<file path="src/rtl/ext_irq_pkg.sv">
package ext_irq_pkg;

  // Strobes from the cycle control to the per-channel datapath.
  typedef struct packed {
    logic sampleEn;  // take a new machine-cycle sample this clock
    logic edgeEn;    // the edge history is valid (not the first sample)
  } irqStrobe_t;

endpackage

</file>
<file path="src/rtl/ext_irq_sync.sv">
module ext_irq_sync #(
  parameter int STAGES   = 2,
  parameter bit RST_VAL  = 1'b1
) (
  input  logic clk,
  input  logic rstN,
  input  logic dIn,
  output logic qOut
);
  logic [STAGES-1:0] chain;

  always_ff @(posedge clk or negedge rstN) begin
    if (!rstN) chain <= {STAGES{RST_VAL}};
    else       chain <= {chain[STAGES-2:0], dIn};
  end

  assign qOut = chain[STAGES-1];
endmodule

</file>
<file path="src/rtl/ext_irq_ctrl.sv">
module ext_irq_ctrl
  import ext_irq_pkg::*;
#(
  parameter int CYCLE_LEN = 12
) (
  input  logic       clk,
  input  logic       rstN,
  output irqStrobe_t strb
);
  localparam int CW = (CYCLE_LEN > 1) ? $clog2(CYCLE_LEN) : 1;
  localparam logic [CW-1:0] LAST = CW'(CYCLE_LEN - 1);

  logic [CW-1:0] phaseCnt;
  logic          armed;
  logic          atLast;

  assign atLast = (phaseCnt == LAST);

  always_ff @(posedge clk or negedge rstN) begin
    if (!rstN) begin
      phaseCnt <= '0;
      armed    <= 1'b0;
    end else begin
      phaseCnt <= atLast ? '0 : phaseCnt + 1'b1;
      if (atLast) armed <= 1'b1;
    end
  end

  assign strb.sampleEn = atLast;
  assign strb.edgeEn   = atLast & armed;
endmodule

</file>
<file path="src/rtl/ext_irq_datapath.sv">
module ext_irq_datapath
  import ext_irq_pkg::*;
#(
  parameter int CHANNELS    = 2,
  parameter int SYNC_STAGES = 2
) (
  input  logic                clk,
  input  logic                rstN,
  input  irqStrobe_t          strb,
  input  logic [CHANNELS-1:0] pinN,
  input  logic [CHANNELS-1:0] modeEdge,
  input  logic [CHANNELS-1:0] ackIn,
  input  logic [CHANNELS-1:0] swWrEn,
  input  logic [CHANNELS-1:0] swWrData,
  output logic [CHANNELS-1:0] reqFlag
);
  for (genvar ch = 0; ch < CHANNELS; ch++) begin : g_chan
    logic syncPin;
    logic sampleQ;
    logic flagQ;
    logic hwSet;
    logic lvlDrop;

    ext_irq_sync #(.STAGES(SYNC_STAGES), .RST_VAL(1'b1)) uSync (
      .clk  (clk),
      .rstN (rstN),
      .dIn  (pinN[ch]),
      .qOut (syncPin)
    );

    always_comb begin
      if (modeEdge[ch]) begin
        hwSet   = strb.edgeEn & sampleQ & ~syncPin;
        lvlDrop = 1'b0;
      end else begin
        hwSet   = strb.sampleEn & ~syncPin;
        lvlDrop = strb.sampleEn & syncPin;
      end
    end

    always_ff @(posedge clk or negedge rstN) begin
      if (!rstN) begin
        sampleQ <= 1'b1;
        flagQ   <= 1'b0;
      end else begin
        if (strb.sampleEn) sampleQ <= syncPin;
        if (hwSet)                   flagQ <= 1'b1;
        else if (swWrEn[ch])         flagQ <= swWrData[ch];
        else if (ackIn[ch] | lvlDrop) flagQ <= 1'b0;
      end
    end

    assign reqFlag[ch] = flagQ;
  end
endmodule

</file>
<file path="src/rtl/ext_irq_sampler.sv">
module ext_irq_sampler
  import ext_irq_pkg::*;
#(
  parameter int CHANNELS    = 2,
  parameter int CYCLE_LEN   = 12,
  parameter int SYNC_STAGES = 2
) (
  input  logic                clk,
  input  logic                rstN,
  input  logic [CHANNELS-1:0] pinN,
  input  logic [CHANNELS-1:0] modeEdge,
  input  logic [CHANNELS-1:0] ackIn,
  input  logic [CHANNELS-1:0] swWrEn,
  input  logic [CHANNELS-1:0] swWrData,
  output logic                mcStrobe,
  output logic [CHANNELS-1:0] reqFlag
);
  irqStrobe_t strb;

  ext_irq_ctrl #(.CYCLE_LEN(CYCLE_LEN)) uCtrl (
    .clk  (clk),
    .rstN (rstN),
    .strb (strb)
  );

  ext_irq_datapath #(.CHANNELS(CHANNELS), .SYNC_STAGES(SYNC_STAGES)) uDp (
    .clk      (clk),
    .rstN     (rstN),
    .strb     (strb),
    .pinN     (pinN),
    .modeEdge (modeEdge),
    .ackIn    (ackIn),
    .swWrEn   (swWrEn),
    .swWrData (swWrData),
    .reqFlag  (reqFlag)
  );

  assign mcStrobe = strb.sampleEn;
endmodule

</file>
<file path="config.mk">
export PLATFORM = sky130hd
export DESIGN_NAME = ext_irq_sampler
export DESIGN_NICKNAME = d
export VERILOG_FILES = /design/src/rtl/ext_irq_pkg.sv /design/src/rtl/ext_irq_sync.sv /design/src/rtl/ext_irq_ctrl.sv /design/src/rtl/ext_irq_datapath.sv /design/src/rtl/ext_irq_sampler.sv
export SDC_FILE = /design/constraint.sdc
export NUM_CORES = 1
export LEC_CHECK = 0
export BUFFER_PORTS_ARGS = -buffer_cell sky130_fd_sc_hd__buf_4
export CAP_MARGIN = 20
export CORE_AREA = 3 3 40 42
export CTS_BUF_LIST = sky130_fd_sc_hd__clkbuf_8
export DETAILED_ROUTE_END_ITERATION = 7
export DIE_AREA = 0 0 43 45
export MAX_ROUTING_LAYER = met4
export PLACE_DENSITY = 0.71
export SYNTH_ARGS = -nofsm -noshare
export SYNTH_HDL_FRONTEND = slang
export SYNTH_HIERARCHICAL = 1
export SYNTH_SLANG_ARGS = --single-unit
</file>
<file path="constraint.sdc">
create_clock -name clk -period 2.33 [get_ports clk]
set_input_delay 0.3495 -clock clk [delete_from_list [all_inputs] [get_ports clk]]
set_output_delay 0.3495 -clock clk [all_outputs]
set_load 0.02 [all_outputs]
</file>
==> results.sh, run 1 <==
export IMPL_cts_resized=0
export IMPL_p_clk_share_pct=40.0
export IMPL_syn_inst=42
export IMPL_antenna_found_initial=0
export IMPL_yosysTopAreaCell="dfrtp_1"
export IMPL_hold_ws_ps=220
export IMPL_synth_top_area_share_pct=31.6
export IMPL_cts_tree="yes"
export IMPL_routed_wl_um=771
export IMPL_setup_violations_final=0
export IMPL_multiInputGateArea_um2=195
export IMPL_initial_core_util_pct=43.1
export IMPL_slew_headroom_pct=88.1
export IMPL_critPathKind="reg -> out"
export IMPL_vias=362
export IMPL_fillCellCount=112
export IMPL_clock_skew_ps=1.65
export IMPL_root_buffer="clkbuf_8"
export IMPL_fmax_ghz=0.595
export IMPL_rsz0062_at_grt="false"
export IMPL_p_switching_uw=88.4
export IMPL_gp_congestion=0.692
export IMPL_cp_start_kind="register"
export IMPL_worstSetupEndpointType="primary output"
export IMPL_fin_area_um2=711
export IMPL_setup_tns_ps=0
export IMPL_combPwrFrac_pct=7.8
export IMPL_coreArea_um2=1280
export IMPL_clk_path_buf_depth=2
export IMPL_vdd_drop_max_mv=0.311
export IMPL_final_period_utilization_pct=72.2
export IMPL_status="finished, final reports clean"
export IMPL_numClockSinks=13
export IMPL_setup_slack_ps=649
export IMPL_synth_area_leaders="dfrtp_1, dfstp_2, mux2_2, buf_4, o221ai_2"
export IMPL_max_cap_violations=0
export IMPL_syn_area_per_cell_um2=13.2
export IMPL_clk_latency_ps=230
export IMPL_drc=0
export IMPL_synth_net_count=55
export IMPL_grt_pass1_vias=313
export IMPL_layout_min_cycle_time_ps=1680
export IMPL_ff_latch_area_um2=333
export IMPL_layout_area_overhead_vs_synth_pct=28.2
export IMPL_numCtsBuffers=3
export IMPL_required_ps=1980
export IMPL_grt_max_degree=14
export IMPL_maxSlewViolCount=0
export IMPL_synth_most_common_cell="dfrtp_1"
export IMPL_worstMarginPinSlew_ps=178
export IMPL_ys_seq_elements=13
export IMPL_yosysSeqAreaShare_pct=60.0
export IMPL_dpl_hpwl_um=590
export IMPL_ant_nets=0
export IMPL_dr_pass1_iters=2
export IMPL_rows=13
export IMPL_io_buffers=14
export IMPL_hold_viol_final=0
export IMPL_post_dp_cell_area_um2=656
export IMPL_htree_num_levels=1
export IMPL_pwr_share_seq_pct=52.3
export IMPL_preCtsSetupSlack_ps=697
export IMPL_io_pins=15
export IMPL_critPathMaxFanout=8
export IMPL_p_int_uw=375
export IMPL_leakage_uw=0.000315
export IMPL_grt_pass1_wl_um=1240
export IMPL_die_x_um=43
export IMPL_antenna_cells=0
export IMPL_synthDistinctLibCells=24
export IMPL_synth_async_reset_ratio_pct=100
export IMPL_synth_commonest_cells="dfrtp_1, dfstp_2, buf_4, mux2_2, nor2_1"
export IMPL_fin_nets=72
export IMPL_swShare_pct=19.1
export IMPL_via_per_inst=4.96
export IMPL_die_h_um=45
export IMPL_track_usage_pct=9.26
export IMPL_routedWlPerCell_um=10.6
export IMPL_drt_iter0_drc=3
export IMPL_fp_dieArea_um2=1940
export IMPL_clk_pin_slew_worst_paths_ps=50
export IMPL_yosys_most_used_dff="dfrtp_1"
export IMPL_yosysWarnings=6
export IMPL_synth_edf_count=0
export IMPL_drive_above_1_share_pct=51.7
export IMPL_power_density_nw_per_um2=652
export IMPL_netlist_area_um2=554
export IMPL_cp_arrival_ps=1330
export IMPL_hp_class="in -> reg"
export IMPL_overflow=0
-- layout make-up --
cell class / instances / area share (%)
clock buffers: 3 / 5.81
clock inverters: 1 / 0.528
inverters: 1 / 0.528
multi-input cells: 25 / 27.5
flip-flops and latches: 13 / 46.8
well taps: 15 / 2.64
repair buffers: 15 / 16.2
-- through the flow --
stage / power (µW) / utilization (%) / instances
6_report: 463 / 55.3 / 73
5_1_grt: 483 / 55.3 / 73
4_1_cts: 473 / 55.3 / 73
3_5_place_dp: 281 / 51.0 / 68
3_3_place_gp: 280 / 51.0 / 68
2_1_floorplan: 260 / - / 42
-- routing by layer --
layer | vias up | global-route usage [%] | share of wire, %
met4 | 0 | 7.23 | 0.52
met2 | 14 | 12.3 | 42
li1 | 179 | - | -
met3 | 2 | 2.79 | 13
met1 | 167 | 11.7 | 44
met5 | - | - | 0
-- cells in the final DEF (no fill, tap or decap) --
| cell type | instances |
|---|---|
| nor2_1 | 3 |
| ha_1 | 1 |
| and2_1 | 1 |
| nand3_1 | 1 |
| dfstp_2 | 6 |
| and2_2 | 1 |
| o221ai_1 | 1 |
| a21oi_1 | 1 |
| a31oi_1 | 1 |
| and4b_1 | 1 |
| inv_1 | 2 |
| dfrtp_1 | 7 |
| or2b_1 | 1 |
| or3_1 | 1 |
| clkbuf_8 | 3 |
| nand2b_1 | 1 |
| nand4b_1 | 1 |
| o221ai_2 | 1 |
| nor2b_4 | 1 |
| or2_1 | 1 |
| o211ai_1 | 1 |
| mux2_2 | 3 |
| and3b_2 | 1 |
| buf_4 | 14 |
| dlygate4sd3_1 | 1 |
| nand2_1 | 2 |
-- power by group through the flow --
stage	sequential [µW]	clock [µW]	combinational [µW]
finish	242	185	36.0
global route	243	200	39.6
CTS	242	194	36.8
detailed placement	246	0	35.4
global placement	245	0	34.9
floorplan	245	0	14.9
-- critical path, stage by stage (launching register included) --
cell and delay [ps]:
dfrtp_1 400, ha_1 240, and3b_2 280, buf_4 170
-- path summary, 6_finish.rpt --
| check | slack [ps] | to | depth (start not counted) | startpoint |
|---|---|---|---|---|
| min reg2reg | 360 | uDp/g_chan[0].uSync/chain[1] | 0 | uDp/g_chan[0].uSync/chain[0] |
| max reg2reg | 690 | uDp/g_chan[0].flagQ | 6 | uCtrl/phaseCnt[0] |
| min | 220 | uDp/g_chan[1].uSync/chain[0] | 1 | pinN[1] |
| min in group asynchronous | 490 | uCtrl/phaseCnt[0] | 2 | rstN |
| max in group asynchronous | 1610 | uDp/g_chan[0].uSync/chain[1] | 2 | rstN |
| max | 650 | mcStrobe | 3 | uCtrl/phaseCnt[0] |
-- sequential cells by signal (all words and copies together) (netlist names) --
register                count
uDp/g_chan.flagQ            2
uCtrl/phaseCnt              4
uCtrl/armed                 1
uDp/g_chan.sampleQ          2
uDp/g_chan.uSync/chain      4
-- what timing repair did --
action | CTS | global route
setup buffers | 0 | 0
endpoints found under the hold margin | 7 | 0
hold buffers | 1 | 0
-- cells by family after synthesis --
family | share of synthesized area (%)
adder cells (fa/ha/maj) | 2.26
flip-flops | 60.0
AND/OR/NAND/NOR | 19.2
buffers and inverters | 4.74
multiplexers | 6.09
AO/OA/AOI/OAI | 7.67
Power figures use the tool's default switching activity.
==> run 2, diff against run 1 <==
- clock period: 2.33 -> 1.7 ns (I/O delays scaled with it)
==> run 2 against run 1 <==
- sequential power is 37% higher
- sequential share of layout area shrank 0.97 points
- clock skew about the same
- critical path type is now reg -> reg
- highest routed layer unchanged
==> results.sh, run 2 (synthesis gave the netlist of run 1 again) <==
export IMPL_status="finished, final reports clean"
export IMPL_final_period_utilization_pct=94.8
export IMPL_dr_pass1_iters=4
export IMPL_top_regs="uCtrl/phaseCnt (4), uDp/g_chan.uSync/chain (4)"
export IMPL_critPathMaxStageDelay_ps=400
export IMPL_preCtsSetupSlack_ps=88.5
export IMPL_grt_max_degree=14
export IMPL_final_cell_mix="buf_4, dfrtp_1, dfstp_2"
export IMPL_worstHoldPathCells=1
export IMPL_setup_violations_final=0
export IMPL_worstSetupEndpointType="register"
export IMPL_r2r_cells=6
export IMPL_required_ps=1810
export IMPL_vdd_drop_max_mv=0.537
export IMPL_setup_slack_ps=88.9
export IMPL_slew_headroom_pct=87.7
export IMPL_cp_arrival_ps=1730
export IMPL_antenna_cells=0
export IMPL_cts_resized=0
export IMPL_cp_start_kind="register"
export IMPL_drt_iter0_drc=5
export IMPL_crit_start="uCtrl/phaseCnt[0]"
export IMPL_gp_congestion=0.699
export IMPL_crit_slowest_cell="dfrtp_1"
export IMPL_r2r_end="uDp/g_chan[0].flagQ"
export IMPL_p_clk_share_pct=40.8
export IMPL_grt_pass1_wl_um=1530
export IMPL_post_dp_cell_area_um2=663
export IMPL_fin_nets=74
export IMPL_via_per_inst=4.84
export IMPL_layout_area_overhead_vs_synth_pct=30.9
export IMPL_numClockSinks=13
export IMPL_hp_class="in -> reg"
export IMPL_layout_min_cycle_time_ps=1610
export IMPL_drive_above_1_share_pct=53.3
export IMPL_fin_area_um2=726
export IMPL_critPathMaxFanout=5
export IMPL_leakage_uw=0.000326
export IMPL_fmax_ghz=0.621
export IMPL_initial_core_util_pct=43.1
export IMPL_grt_pass1_vias=358
export IMPL_die_h_um=45
export IMPL_clk_pin_slew_worst_paths_ps=50
export IMPL_max_cap_violations=0
export IMPL_routedWlPerCell_um=11.7
export IMPL_pwr_share_seq_pct=51.5
export IMPL_rrSetupSlack_ps=90
export IMPL_rows=13
export IMPL_fp_dieArea_um2=1940
export IMPL_numCtsBuffers=3
export IMPL_combPwrFrac_pct=7.7
export IMPL_antenna_found_initial=0
export IMPL_swShare_pct=20.2
export IMPL_p_int_uw=514
export IMPL_drc=0
export IMPL_worstMarginPinSlew_ps=183
export IMPL_setup_tns_ps=0
export IMPL_overflow=0
export IMPL_routed_wl_um=874
export IMPL_hold_viol_final=0
export IMPL_vias=363
export IMPL_ant_nets=0
export IMPL_clock_skew_ps=1.24
export IMPL_root_buffer="clkbuf_8"
export IMPL_reg2reg_from="uCtrl/phaseCnt[0]"
export IMPL_p_switching_uw=130
export IMPL_path_cells="ha_1 -> and3b_2 -> and2_2 -> and4b_1 -> a21oi_1 -> o211ai_1"
export IMPL_io_buffers=14
export IMPL_coreArea_um2=1280
export IMPL_track_usage_pct=11.4
export IMPL_cts_tree="yes"
export IMPL_htree_num_levels=1
export IMPL_die_x_um=43
export IMPL_final_core_util_pct=56.5
export IMPL_clk_path_buf_depth=2
export IMPL_layout_commonest_cell="buf_4"
export IMPL_critPathKind="reg -> reg"
export IMPL_clk_latency_ps=240
export IMPL_power_density_nw_per_um2=888
export IMPL_maxSlewViolCount=0
export IMPL_dpl_hpwl_um=609
export IMPL_endpoint="uDp/g_chan[0].flagQ"
export IMPL_io_pins=15
-- run 2: cell types whose count changed in the layout (fill, tap and decap cells not counted) --
cell   delta
buf_4     +2
-- run 2: routing by layer --
| metal | vias up | wire length, µm | track usage (%) |
|---|---|---|---|
| li1 | 180 | - | - |
| met1 | 165 | 417 | 15.2 |
| met2 | 16 | 345 | 13.5 |
| met3 | 2 | 99 | 3.19 |
| met4 | 0 | 11 | 10.8 |
| met5 | - | 0 | - |
-- run 2: worst max-delay path, delay by kind of cell (launching register included) --
kind / cells / cell delay [ps]
AOI/OAI and AO/OA: 2 / 220
adders and majority gates: 1 / 240
DFF: 1 / 400
and+or+nand+nor: 3 / 620
-- run 2: worst min path at each step --
stage / from / to / slack, ps
2_1_floorplan: rstN / uCtrl/armed / -40
3_3_place_gp: rstN / uCtrl/phaseCnt[2] / 110
3_5_place_dp: rstN / uCtrl/phaseCnt[2] / 110
4_1_cts: pinN[0] / uDp/g_chan[0].uSync/chain[0] / 110
5_1_grt: pinN[0] / uDp/g_chan[0].uSync/chain[0] / 110
6_report: pinN[0] / uDp/g_chan[0].uSync/chain[0] / 120
-- run 2: power groups by stage --
stage	clock network [µW]	registers, µW	logic, µW
finish	263	332	49.6
global route	287	334	54.4
CTS	276	332	50.5
detailed placement	0	337	48.3
global placement	0	337	47.8
floorplan	0	335	20.5
-- run 2: area by class of cell --
type                       instances  area, µm²
inverter                           1       3.75
timing repair buffer              17        130
fill                             104        559
sequential                        13        333
tap                               15       18.8
clock buffer                       3       41.3
clock inverter                     1       3.75
multi-input combinational         25        195
-- run 2: stage by stage --
| step | std cells | total power, µW | hold slack [ps] |
|---|---|---|---|
| after floorplan | 42 | 356 | -40.6 |
| after global placement | 69 | 384 | 105 |
| after detailed placement | 69 | 385 | 106 |
| after CTS | 74 | 658 | 112 |
| after global routing | 75 | 675 | 111 |
| final | 75 | 645 | 120 |
-- run 2: repair_timing --
action / 4_1_cts / 5_1_grt
hold endpoints to repair: 7 / 0
hold buffers: 1 / 0
setup endpoints to repair: 0 / 1
setup buffers: 0 / 1
